`config.mk`:
```
export PLATFORM = sky130hd
export DESIGN_NAME = strap_test_port
export DESIGN_NICKNAME = d
export VERILOG_FILES = /design/src/rtl/strap_port_pkg.sv /design/src/rtl/strap_capture.sv /design/src/rtl/strap_out_stage.sv /design/src/rtl/strap_test_port.sv
export SDC_FILE = /design/constraint.sdc
export NUM_CORES = 1
export LEC_CHECK = 0
export BUFFER_PORTS_ARGS = -buffer_cell sky130_fd_sc_hd__buf_2
export CELL_PAD_IN_SITES_DETAIL_PLACEMENT = 2
export CELL_PAD_IN_SITES_GLOBAL_PLACEMENT = 2
export CORE_ASPECT_RATIO = 1.25
export CORE_MARGIN = 5
export CORE_UTILIZATION = 27
export CTS_CLUSTER_SIZE = 10
export DETAILED_ROUTE_END_ITERATION = 6
export GPL_TIMING_DRIVEN = 1
export PLACE_DENSITY = 0.9
export SYNTH_ARGS = -nofsm -noshare
export SYNTH_HDL_FRONTEND = slang
export SYNTH_SLANG_ARGS = --single-unit
```
`constraint.sdc`:
```
create_clock -name clk -period 2.1 [get_ports clk]
set_input_delay 0.42 -clock clk [delete_from_list [all_inputs] [get_ports clk]]
set_output_delay 0.42 -clock clk [all_outputs]
set_load 0.1 [all_outputs]
```
`src/rtl/strap_port_pkg.sv`:
```
package strap_port_pkg;

  typedef enum logic {
    MODE_QUIET  = 1'b0,
    MODE_BUSDBG = 1'b1
  } port_mode_e;

  // Mode is decided by the selector strap bit alone.
  function automatic port_mode_e decode_mode(input logic sel_bit);
    return sel_bit ? MODE_BUSDBG : MODE_QUIET;
  endfunction

endpackage

```
`src/rtl/strap_capture.sv`:
```
module strap_capture
  import strap_port_pkg::*;
#(
  parameter int PINS    = 8,
  parameter int SEL_BIT = 0
) (
  input  logic            clk,
  input  logic            rst_n,
  input  logic [PINS-1:0] pad_in,
  output logic [PINS-1:0] mode_word,
  output port_mode_e      mode,
  output logic            cap_done
);

  logic            released_q;
  logic [PINS-1:0] word_q;
  logic            capture_pulse;

  // High only during the first cycle after the reset release.
  assign capture_pulse = rst_n && !released_q;

  always_ff @(posedge clk or negedge rst_n) begin
    if (!rst_n) begin
      released_q <= 1'b0;
      word_q     <= '0;
    end else begin
      released_q <= 1'b1;
      if (capture_pulse) word_q <= pad_in;
    end
  end

  assign mode_word = word_q;
  assign cap_done  = released_q;
  assign mode      = decode_mode(word_q[SEL_BIT]);

  assert_capture_value_R2: assert property (@(posedge clk) disable iff (!rst_n)
    capture_pulse |=> (mode_word == $past(pad_in)))
    else $error("strap word differs from sampled pins");

  assert_word_frozen_R3: assert property (@(posedge clk) disable iff (!rst_n)
    cap_done |=> $stable(mode_word))
    else $error("strap word changed after capture");

  always @(posedge clk) begin
    if (!rst_n) begin
      assert_word_cleared_R1: assert (mode_word == '0 && !cap_done)
        else $error("strap word not cleared in reset");
    end
  end

endmodule

```
`src/rtl/strap_out_stage.sv`:
```
module strap_out_stage
  import strap_port_pkg::*;
#(
  parameter int PINS = 8
) (
  input  logic            clk,
  input  logic            rst_n,
  input  logic            cap_done,
  input  port_mode_e      mode,
  input  logic [PINS-1:0] dbg_in,
  output logic [PINS-1:0] pad_out,
  output logic [PINS-1:0] pad_oe
);

  logic [PINS-1:0] data_q;
  logic [PINS-1:0] oe_q;
  logic            show_debug;

  assign show_debug = cap_done && (mode == MODE_BUSDBG);

  always_ff @(posedge clk or negedge rst_n) begin
    if (!rst_n) begin
      data_q <= '0;
      oe_q   <= '0;
    end else begin
      oe_q   <= {PINS{cap_done}};
      data_q <= show_debug ? dbg_in : '0;
    end
  end

  assign pad_out = data_q;
  assign pad_oe  = oe_q;

  assert_oe_late_R7: assert property (@(posedge clk) disable iff (!rst_n)
    !cap_done |=> (pad_oe == '0))
    else $error("pins driven during strap sampling");

  assert_oe_on_R7: assert property (@(posedge clk) disable iff (!rst_n)
    cap_done |=> (pad_oe == '1))
    else $error("pins not driven after capture");

  assert_quiet_low_R5: assert property (@(posedge clk) disable iff (!rst_n)
    (cap_done && mode == MODE_QUIET) |=> (pad_out == '0))
    else $error("quiet mode toggled a pin");

  assert_debug_path_R6: assert property (@(posedge clk) disable iff (!rst_n)
    show_debug |=> (pad_out == $past(dbg_in)))
    else $error("debug pin data wrong");

  always @(posedge clk) begin
    if (!rst_n) begin
      assert_pins_off_R1: assert (pad_oe == '0 && pad_out == '0)
        else $error("pins active in reset");
    end
  end

endmodule

```
`src/rtl/strap_test_port.sv`:
```
module strap_test_port
  import strap_port_pkg::*;
#(
  parameter int PINS    = 8,
  parameter int SEL_BIT = 0
) (
  input  logic            clk,
  input  logic            rst_n,
  input  logic [PINS-1:0] pad_in,
  input  logic [PINS-1:0] dbg_in,
  output logic [PINS-1:0] pad_out,
  output logic [PINS-1:0] pad_oe,
  output logic [PINS-1:0] mode_status
);

  port_mode_e mode;
  logic       cap_done;

  strap_capture #(.PINS(PINS), .SEL_BIT(SEL_BIT)) u_capture (
    .clk       (clk),
    .rst_n     (rst_n),
    .pad_in    (pad_in),
    .mode_word (mode_status),
    .mode      (mode),
    .cap_done  (cap_done)
  );

  strap_out_stage #(.PINS(PINS)) u_out (
    .clk      (clk),
    .rst_n    (rst_n),
    .cap_done (cap_done),
    .mode     (mode),
    .dbg_in   (dbg_in),
    .pad_out  (pad_out),
    .pad_oe   (pad_oe)
  );

endmodule

```
=== Word level (Yosys, flattened, before mapping) ===
Cells that the tools add are included.

* Bits of input ports: 18
* Output and inout port bits: 24
* Logic and storage cells: 9
* Flip-flop bits (word level): 18

* Muxes and demuxes: 2
* Reductions and logical operators: 3

{| class="wikitable"
|+ Operators with widths
! kind !! number
|-
| 8-bit two-way mux || 1
|-
| 1-bit logical AND || 2
|-
| 1-bit zero test || 1
|-
| 1-bit two-way mux || 1
|}

=== Depth between registers and ports, before layout ===
Gate-level depths: netlist (run 1).

* Depth after elaboration: 3
* Mapped depth: 3
* Depth with buffers taken out: 2

=== By module ===
Synthesis (run 1) repeated with hierarchy kept, for this count alone.

* Cells, all modules: 45
* Area total of the unflattened synthesis: 709.4 um^2

{| class="wikitable"
|+ Modules (own cells, without submodules)
! module !! cells an instance !! area an instance (um^2) !! times used !! sequential area each (um^2)
|-
| strap_capture || 21 || 381.6 || 1 || 225.2
|-
| strap_out_stage || 24 || 327.8 || 1 || 225.2
|}

=== Worst setup path before layout (run 1) ===
OpenSTA, ideal clock, no wires.

* Path kind: register to output
* From: reg, netlist name u_out.pad_oe[0]
* To: out pad_oe[1]
* Path buffers: 1
* Setup slack: 256 ps
* Required time: 1680 ps
* Data arrival time: 1424 ps
* Stages on the path, launching flop included: 2
* Path through: dfrtp_1 > buf_4

{| class="wikitable"
|+ RTL lines
! what !! RTL line !! text
|-
| to (decl) || strap_test_port.sv:12 || <nowiki>output logic [PINS-1:0] pad_oe,</nowiki>
|}

No word-level cell between the ends.

=== Worst setup path after layout (run 1) ===
* From: reg u_capture.word_q[0], in the netlist u_capture.mode_word[0]
* To: out mode_status[0]

{| class="wikitable"
|+ RTL lines
! what !! RTL line !! text
|-
| from (decl) || strap_capture.sv:16 || <nowiki>logic [PINS-1:0] word_q;</nowiki>
|-
| from (signal assigned) || strap_capture.sv:28 || <nowiki>if (capture_pulse) word_q <= pad_in;</nowiki>
|-
| to (decl) || strap_test_port.sv:13 || <nowiki>output logic [PINS-1:0] mode_status</nowiki>
|}

No word-level cell between the ends.

==> results of run 1 <==
==> how the worst min path moves through the flow <==
stage | end | depth (start not counted) | slack (ns)
after floorplan | u_capture.cap_done | 0 | 0.12
after global placement | u_capture.mode_word[5] | 2 | 0.39
after detailed placement | u_capture.mode_word[4] | 2 | 0.41
after CTS | u_capture.mode_word[4] | 2 | 0.09
after global routing | u_capture.mode_word[7] | 2 | 0.08
final | u_capture.mode_word[4] | 2 | 0.09
==> logic make-up after synthesis <==
family | count (synthesis)
flops | 18
buf+inv | 9
simple gates | 9
other cells | 1
mux | 8
==> power groups by stage <==
stage	sequential [mW]	combinational, mW	clock, mW
5_1_grt	0.412	0.434	0.188
4_1_cts	0.406	0.427	0.171
3_3_place_gp	0.411	0.419	0
6_report	0.405	0.423	0.160
2_1_floorplan	0.632	0.139	0
3_5_place_dp	0.413	0.426	0
==> cell usage in the layout (no fill, tap or decap), drive strengths merged <==
master / n
and3: 8
buf: 42
clkbuf: 3
conb: 1
dfrtp: 18
mux2: 8
nor2b: 1
==> through the flow <==
stage / power (mW) / instance area, um^2 / util
after floorplan: 0.771 / 714 / -
after global placement: 0.829 / 897 / 0.362
after detailed placement: 0.839 / 897 / 0.362
after CTS: 1.00 / 920 / 0.371
after global routing: 1.03 / 920 / 0.371
final: 0.989 / 920 / 0.371
==> cell type report <==
cell class	instances	area, um^2	share of cell area
Clock buffer	3	22.5	0.0245
Tap cell	33	41.3	0.0449
Sequential cell	18	450	0.490
Multi-Input combinational cell	18	193	0.210
Timing Repair Buffer	42	213	0.231
==> flip-flops by register name, summed over array words and instances, names as in the netlist <==
name	flops
u_capture.mode_word	8
u_out.pad_out	8
u_capture.cap_done	1
u_out.pad_oe	1
==> per-layer routing <==
layer | track usage | vias up | routed length (um)
met5 | 0 | - | 0
li1 | - | 214 | -
met3 | 0.0287 | 4 | 126
met1 | 0.0922 | 242 | 614
met2 | 0.202 | 25 | 1070
met4 | 0.0534 | 0 | 30
==> impl_metrics.json, run 1 <==
{
  "status": "finished clean",
  "die_y_um": 67.5,
  "gp_congestion": 0.676,
  "die_area_um2": 3780,
  "cts-buffers-inserted": 3,
  "cts-root-buf": "clkbuf_4",
  "synth_cells": 45,
  "critPathLaunch": "u_capture.mode_word[0]",
  "post-synth-top-count-cell": "dfrtp_1",
  "cp_num_buf_inv": 1,
  "yosys-top-cells-count": "18 x dfrtp_1, 8 x and3_2, 8 x buf_4, 8 x mux2_4",
  "fill_cells": 269,
  "switching_power_uw": 464,
  "drc": 0,
  "worst_slack_ns": 0.408,
  "path_clk_slew_ns": 0.09,
  "wl_um": 1840,
  "postRouteAntennaNets": 0,
  "synthArstFlopShare": 1.00,
  "pre_cts_slack_ns": 0.596,
  "synth.distinct_cells": 7,
  "final_layout_size_suffix_gt1_frac": 0.765,
  "slew_viol_final": 0,
  "crit_family": "flip-flops",
  "num_antenna_cells": 0,
  "syn_area_per_cell_um2": 15.9,
  "coreArea_um2": 2480,
  "muxShareOfSynthArea": 0.168,
  "drt_iter0_drc": 0,
  "grt_start_max_net_pins": 19,
  "cp_data_arrival_time_ns": 1.27,
  "drv_cap": 0,
  "ys_seq_area_frac": 0.630,
  "finClkSkew_ns": 0.00424,
  "syn_nets": 63,
  "avgViaCountPerCell": 4.25,
  "holdWs_ns": 0.0926,
  "maxSlewHeadroom": 0.612,
  "dp_cells": 111,
  "p_comb_frac": 0.428,
  "cp_max_fo": 10,
  "synth_top_family_by_area": "multiplexers",
  "min_period_over_period": 0.806,
  "fmax_mhz": 591,
  "hold_viol_final": 0,
  "overflow": 0,
  "synth_edf_count": 0,
  "synth_compound_area_frac": 0,
  "path_class": "flip-flop to primary output",
  "first_global_vias": 580,
  "cp-endpoint": "mode_status[0]",
  "synth-simple-area-share": 0.0963,
  "rows": 20,
  "antenna_found_initial": 0,
  "htreeDepth": 1,
  "r2r_cells": 2,
  "crit_chain": "buf_2",
  "power_frac_seq": 0.410,
  "start_util": 0.288,
  "grt_use_total": 0.101,
  "yosysWarnings": 0,
  "ios": 42,
  "leakagePower_nw": 0.523,
  "netlist_area_um2": 714,
  "cts_setup_buffers": 0,
  "area_delta_synth_final_pct": 28.7,
  "clockBufferDepth": 2,
  "portBuffers": 41,
  "final_cells": 114,
  "synthFlopType": "dfrtp_1",
  "yosys.area_share.adder": 0,
  "cts_sinks": 18,
  "synth_seq_cells": 18,
  "r2r_start": "u_capture.cap_done",
  "switching_share": 0.469,
  "final_nets": 101,
  "final.setup.tns_ns": 0,
  "rsz0062_at_grt": "false",
  "powerDensity_nw_per_um2": 1080,
  "wl_per_cell_um": 16.2,
  "crit_path_end_kind": "primary output",
  "ir_drop_mv": 0.349,
  "grt_pass1_wl_um": 2860,
  "cp-start-kind": "flip-flop",
  "reg2reg_slack_ns": 0.65,
  "cpPeakStageDelay_ns": 0.50,
  "synthXorXnorAreaFrac": 0,
  "netlist.area_leader.share": 0.630,
  "worst_slew_pin_slew_ns": 0.580,
  "setup_violations": 0,
  "clock_latency_ns": 0.28,
  "yosysTopAreaCell": "dfrtp_1",
  "intPower_uw": 525,
  "drtPass1Iterations": 1,
  "cts-resized-gates": 0,
  "yosys-top-cells-area": "dfrtp_1 63%, mux2_4 17%, and3_2 8.4%",
  "vias": 485,
  "hold_class": "input pin to async pin",
  "cp.required_ns": 1.68,
  "period_needed_ns": 1.69,
  "cp_num_cells": 1,
  "clock_power_share": 0.162,
  "die_w_um": 56.0,
  "r2r_end": "u_capture.mode_word[1]",
  "critPathSlowestCell": "dfrtp_1",
  "holdBufCountCts": 0,
  "cts_tree": "yes"
}
Note: power is estimated with default switching activity, not from simulation.
==> inputs of run 2 (changes only) <==
--- a/config.mk
+++ b/config.mk
@@ -10,11 +10,11 @@
 export CELL_PAD_IN_SITES_GLOBAL_PLACEMENT = 2
 export CORE_ASPECT_RATIO = 1.25
 export CORE_MARGIN = 5
-export CORE_UTILIZATION = 27
+export CORE_UTILIZATION = 25
 export CTS_CLUSTER_SIZE = 10
 export DETAILED_ROUTE_END_ITERATION = 6
 export GPL_TIMING_DRIVEN = 1
-export PLACE_DENSITY = 0.9
+export PLACE_DENSITY = 0.85
 export SYNTH_ARGS = -nofsm -noshare
 export SYNTH_HDL_FRONTEND = slang
 export SYNTH_SLANG_ARGS = --single-unit
==> constraint.sdc (replaced) <==
create_clock -name clk -period 1.7 [get_ports clk]
set_input_delay 0.34 -clock clk [delete_from_list [all_inputs] [get_ports clk]]
set_output_delay 0.34 -clock clk [all_outputs]
set_load 0.1 [all_outputs]
==> run 2 against run 1 <==
Net effect:
- combinational power rose by 23%
- worst hold slack got worse by 0.066 ns
- power rose by 24%
- non-clock buffer count rose by 1
- cell area rose by 1.5%
- global-route usage fell by 1.6 points
- first-iteration DRC count rose by 5
- via count fell by 2.7%
- clock skew rose by 0.00052 ns
- wire length fell by 11%
- clock power rose by 30%
- critical path depth did not move
==> impl_metrics.json, run 2 (synthesized netlist as in run 1, its figures left out) <==
{
  "cpPeakStageDelay_ns": 0.52,
  "hold_viol_final": 0,
  "pre_cts_slack_ns": 0.389,
  "cts_setup_buffers": 0,
  "final_nets": 102,
  "critPathSlowestCell": "dfrtp_1",
  "avgViaCountPerCell": 4.03,
  "area_delta_synth_final_pct": 30.6,
  "crit_path_end_kind": "primary output",
  "crit_family": "flip-flops",
  "rsz0062_at_grt": "false",
  "ir_drop_mv": 0.350,
  "worst_slack_ns": 0.0697,
  "crit_chain": "buf_2",
  "leakagePower_nw": 0.528,
  "start_util": 0.264,
  "powerDensity_nw_per_um2": 1320,
  "wl_per_cell_um": 14.0,
  "cts_tree": "yes",
  "drv_cap": 0,
  "grt_start_max_net_pins": 19,
  "holdWs_ns": 0.0270,
  "cp_data_arrival_time_ns": 1.29,
  "first_global_vias": 544,
  "cts-buffers-inserted": 3,
  "holdBufCountCts": 0,
  "cts-root-buf": "clkbuf_4",
  "clockBufferDepth": 2,
  "vias": 472,
  "die_w_um": 57.8,
  "ios": 42,
  "grt_pass1_wl_um": 2650,
  "finClkSkew_ns": 0.00476,
  "mostFrequentLayoutCells": "41 x buf_2, 17 x dfrtp_1, 8 x and3_2, 8 x mux2_4, 3 x clkbuf_4",
  "overflow": 0,
  "cp_max_fo": 10,
  "clock_latency_ns": 0.28,
  "fill_cells": 296,
  "period_needed_ns": 1.63,
  "htreeDepth": 1,
  "die_area_um2": 4030,
  "portBuffers": 41,
  "path_clk_slew_ns": 0.10,
  "antenna_found_initial": 0,
  "status": "finished clean",
  "grt_use_total": 0.0856,
  "drc": 0,
  "final.setup.tns_ns": 0,
  "drt_iter0_drc": 5,
  "fmax_mhz": 613,
  "dp.final_hpwl_um": 1310,
  "total_power_mw": 1.23,
  "cp.required_ns": 1.36,
  "coreArea_um2": 2710,
  "cp-start-kind": "flip-flop",
  "num_antenna_cells": 0,
  "final_layout_size_suffix_gt1_frac": 0.771,
  "cts_sinks": 18,
  "setup_violations": 0,
  "path_class": "flip-flop to primary output",
  "hold_class": "input pin to async pin",
  "rows": 21,
  "slew_viol_final": 0,
  "gp_congestion": 0.703,
  "final_common_cell": "buf_2",
  "wl_um": 1640,
  "cp_num_buf_inv": 1,
  "min_period_over_period": 0.959,
  "cts-resized-gates": 0,
  "postRouteAntennaNets": 0,
  "drtPass1Iterations": 2,
  "die_y_um": 69.8
}
==> run 2: changes by cell type in the layout (fill, tap and decap cells not counted) <==
cell	delta
dfrtp_2	+1
dfrtp_1	-1
clkbuf_1	+1
buf_4	+1
==> run 2: path summary, 6_finish.rpt <==
| kind | from | endpoint | slack (ns) | depth (start not counted) |
|---|---|---|---|---|
| setup / recovery | u_capture.mode_word[0] | mode_status[0] | 0.07 | 1 |
| hold / removal | rst_n | u_out.pad_out[4] | 0.03 | 2 |
| setup reg to reg | u_capture.cap_done | u_capture.mode_word[5] | 0.40 | 3 |
| hold reg to reg | u_capture.mode_word[4] | u_capture.mode_word[4] | 0.52 | 1 |
| max in group asynchronous | rst_n | u_out.pad_oe[0] | 1.47 | 2 |
| min in group clk | pad_in[6] | u_capture.mode_word[6] | 0.29 | 2 |
==> run 2: metal layers <==
| metal | part of all wire | up-vias | global-route usage | routed length (um) |
|---|---|---|---|---|
| met2 | 0.55 | 22 | 0.143 | 901 |
| met5 | 0 | - | 0 | 0 |
| li1 | - | 216 | - | - |
| met3 | 0.096 | 2 | 0.0335 | 157 |
| met4 | 0.0037 | 0 | 0.0387 | 6 |
| met1 | 0.35 | 232 | 0.0928 | 573 |
==> run 2: power by group <==
group	total [mW]	internal [mW]	switching [mW]	leakage, nW
clock network	0.208	0.0909	0.117	0.0150
logic	0.521	0.0975	0.424	0.290
registers	0.500	0.470	0.0301	0.224
==> run 2: stage by stage <==
stage	cells	util	instance area [um^2]
floorplan	45	-	716
global placement	113	0.335	907
detailed placement	113	0.335	907
CTS	117	0.345	933
global route	117	0.345	933
finish	117	0.345	933
==> run 2: final cells by class <==
type	instances	area, um^2	share of cell area
Clock buffer	4	26.3	0.0282
Timing Repair Buffer	43	220	0.236
Sequential cell	18	452	0.484
Multi-Input combinational cell	18	193	0.206
Tap cell	34	42.5	0.0456
==> inputs of run 3 (changes only) <==
--- a/config.mk
+++ b/config.mk
@@ -17,4 +17,5 @@
 export PLACE_DENSITY = 0.85
 export SYNTH_ARGS = -nofsm -noshare
 export SYNTH_HDL_FRONTEND = slang
+export SYNTH_HIERARCHICAL = 1
 export SYNTH_SLANG_ARGS = --single-unit
==> run 3 against run 2 <==
Net effect:
- combinational power hardly changed
- first-iteration DRC count is 100% higher
- clock power is 18% higher
- synthesized cell count stayed put
- die area is 0.59% lower
- critical path type unchanged
- wire length is 3.4% lower
- largest power group unchanged
- via count is 0.21% lower
- non-clock buffer count stayed put
- power is 3.0% higher
- sequential power hardly changed
- global-route usage hardly changed
- cell area is 0.80% higher
==> impl_metrics.json, run 3 <==
{
  "clockBufferDepth": 2,
  "dp.final_hpwl_um": 1300,
  "muxShareOfSynthArea": 0.169,
  "antenna_found_initial": 0,
  "yosysWarnings": 6,
  "final_common_cell": "buf_2",
  "cp_max_fo": 10,
  "final_cell_area_um2": 941,
  "grt_start_max_net_pins": 19,
  "cts_setup_buffers": 0,
  "crit_family": "flip-flops",
  "rows": 21,
  "clock_latency_ns": 0.28,
  "fill_cells": 296,
  "hold_viol_final": 0,
  "status": "finished clean",
  "powerDensity_nw_per_um2": 1350,
  "synth_edf_count": 0,
  "dp_cells": 112,
  "critPathSlowestCell": "dfrtp_1",
  "wl_um": 1580,
  "synth.distinct_cells": 7,
  "cts_tree": "yes",
  "ir_drop_mv": 0.410,
  "cts-root-buf": "clkbuf_4",
  "yosys-top-cells-count": "18 x dfrtp_1, 8 x and3_1, 8 x buf_4, 8 x mux2_4",
  "multi_input_area_um2": 188,
  "post-synth-top-count-cell": "dfrtp_1",
  "min_period_over_period": 0.932,
  "die_area_um2": 4010,
  "synthArstFlopShare": 1.00,
  "fmax_mhz": 631,
  "synthXorXnorAreaFrac": 0,
  "synth_compound_area_frac": 0,
  "vias": 471,
  "coreArea_um2": 2710,
  "r2r_cells": 2,
  "final_layout_size_suffix_gt1_frac": 0.675,
  "avgViaCountPerCell": 4.03,
  "yosys.area_share.adder": 0,
  "postRouteAntennaNets": 0,
  "ios": 42,
  "netlist.area_leader.share": 0.635,
  "num_antenna_cells": 0,
  "total_power_mw": 1.27,
  "drtPass1Iterations": 3,
  "final_nets": 102,
  "die_y_um": 69.6,
  "final_cells": 117,
  "final.setup.tns_ns": 0,
  "syn_nets": 63,
  "rsz0062_at_grt": "false",
  "grt_use_total": 0.0854,
  "wl_per_cell_um": 13.5,
  "cts_sinks": 18,
  "hold_class": "input pin to flip-flop",
  "crit_chain": "buf_2",
  "start_util": 0.262,
  "area_delta_synth_final_pct": 32.6,
  "die_w_um": 57.6,
  "synth_seq_cells": 18,
  "worstHoldPathCells": 2,
  "placed_area_um2": 895,
  "mostFrequentLayoutCells": "41 x buf_2, 17 x dfrtp_1, 8 x mux2_4, 8 x and3_1, 3 x clkbuf_4",
  "drv_cap": 0,
  "slew_viol_final": 0,
  "ys_seq_area_frac": 0.635,
  "yosysTopAreaCell": "dfrtp_1",
  "syn_area_per_cell_um2": 15.8,
  "worst_slack_ns": 0.115,
  "pre_cts_slack_ns": 0.398,
  "first_global_vias": 538,
  "portBuffers": 41,
  "drt_iter0_drc": 10,
  "htreeDepth": 1,
  "netlist_area_um2": 709,
  "setup_violations": 0,
  "gp_congestion": 0.667,
  "cp.required_ns": 1.36,
  "synth-simple-area-share": 0.0899,
  "yosys-top-cells-area": "dfrtp_1 63%, mux2_4 17%, buf_4 8.5%",
  "synthFlopType": "dfrtp_1",
  "holdWs_ns": 0.283,
  "cpPeakStageDelay_ns": 0.48,
  "fin_util": 0.348,
  "cp_data_arrival_time_ns": 1.25,
  "grt_pass1_wl_um": 2570,
  "leakagePower_nw": 0.541,
  "drc": 0,
  "register_area_um2": 452,
  "synth_cells": 45,
  "finClkSkew_ns": 0.00256,
  "cp_num_cells": 1,
  "overflow": 0,
  "path_class": "flip-flop to primary output",
  "cts-resized-gates": 0,
  "synth_top_family_by_area": "multiplexers",
  "cp-start-kind": "flip-flop",
  "cp_num_buf_inv": 1,
  "period_needed_ns": 1.59,
  "cts-buffers-inserted": 3,
  "crit_path_end_kind": "primary output",
  "path_clk_slew_ns": 0.09
}
run 3: cell counts after synthesis:
Identical to the previous run, type by type.
run 3: logic make-up after synthesis:
kind of cell / after synthesis
other: 1
flip-flops: 18
multiplexers: 8
buffers and inverters: 9
AND/OR/NAND/NOR: 9
run 3: area by class of cell:
type	count	share of cell area
Clock buffer	4	0.0386
Multi-Input combinational cell	18	0.199
Sequential cell	18	0.480
Tap cell	34	0.0452
Timing Repair Buffer	43	0.237
run 3: timing repair:
| action | CTS | global route |
|---|---|---|
| hold buffers | 1 | 0 |
| endpoints found under the setup margin | 0 | 0 |
| hold endpoints to repair | 10 | 0 |
run 3: report_power, final:
part | internal, mW | switching (mW)
Combinational | 0.0962 | 0.425
Clock | 0.130 | 0.116
Sequential | 0.470 | 0.0292
Total | 0.696 | 0.570
run 3: layer usage:
metal  GRT usage  part of all wire  vias to the layer above
met5           0                 0                        -
met4      0.0541                 0                        0
met3      0.0261             0.084                        0
met2       0.152              0.57                       22
met1      0.0820              0.35                      231
li1            -                 -                      218
run 3: path summary, 6_finish.rpt:
| path | from | to | slack, ns |
|---|---|---|---|
| hold reg to reg | u_capture/mode_word[4] | u_capture/mode_word[4] | 0.52 |
| max in group asynchronous | rst_n | u_out/pad_oe[0] | 0.95 |
| setup reg to reg | u_capture/cap_done | u_capture/mode_word[5] | 0.40 |
| hold / removal | pad_in[6] | u_capture/mode_word[6] | 0.28 |
| setup / recovery | u_capture/mode_word[0] | mode_status[0] | 0.11 |
| min in group asynchronous | rst_n | u_out/pad_out[6] | 0.56 |
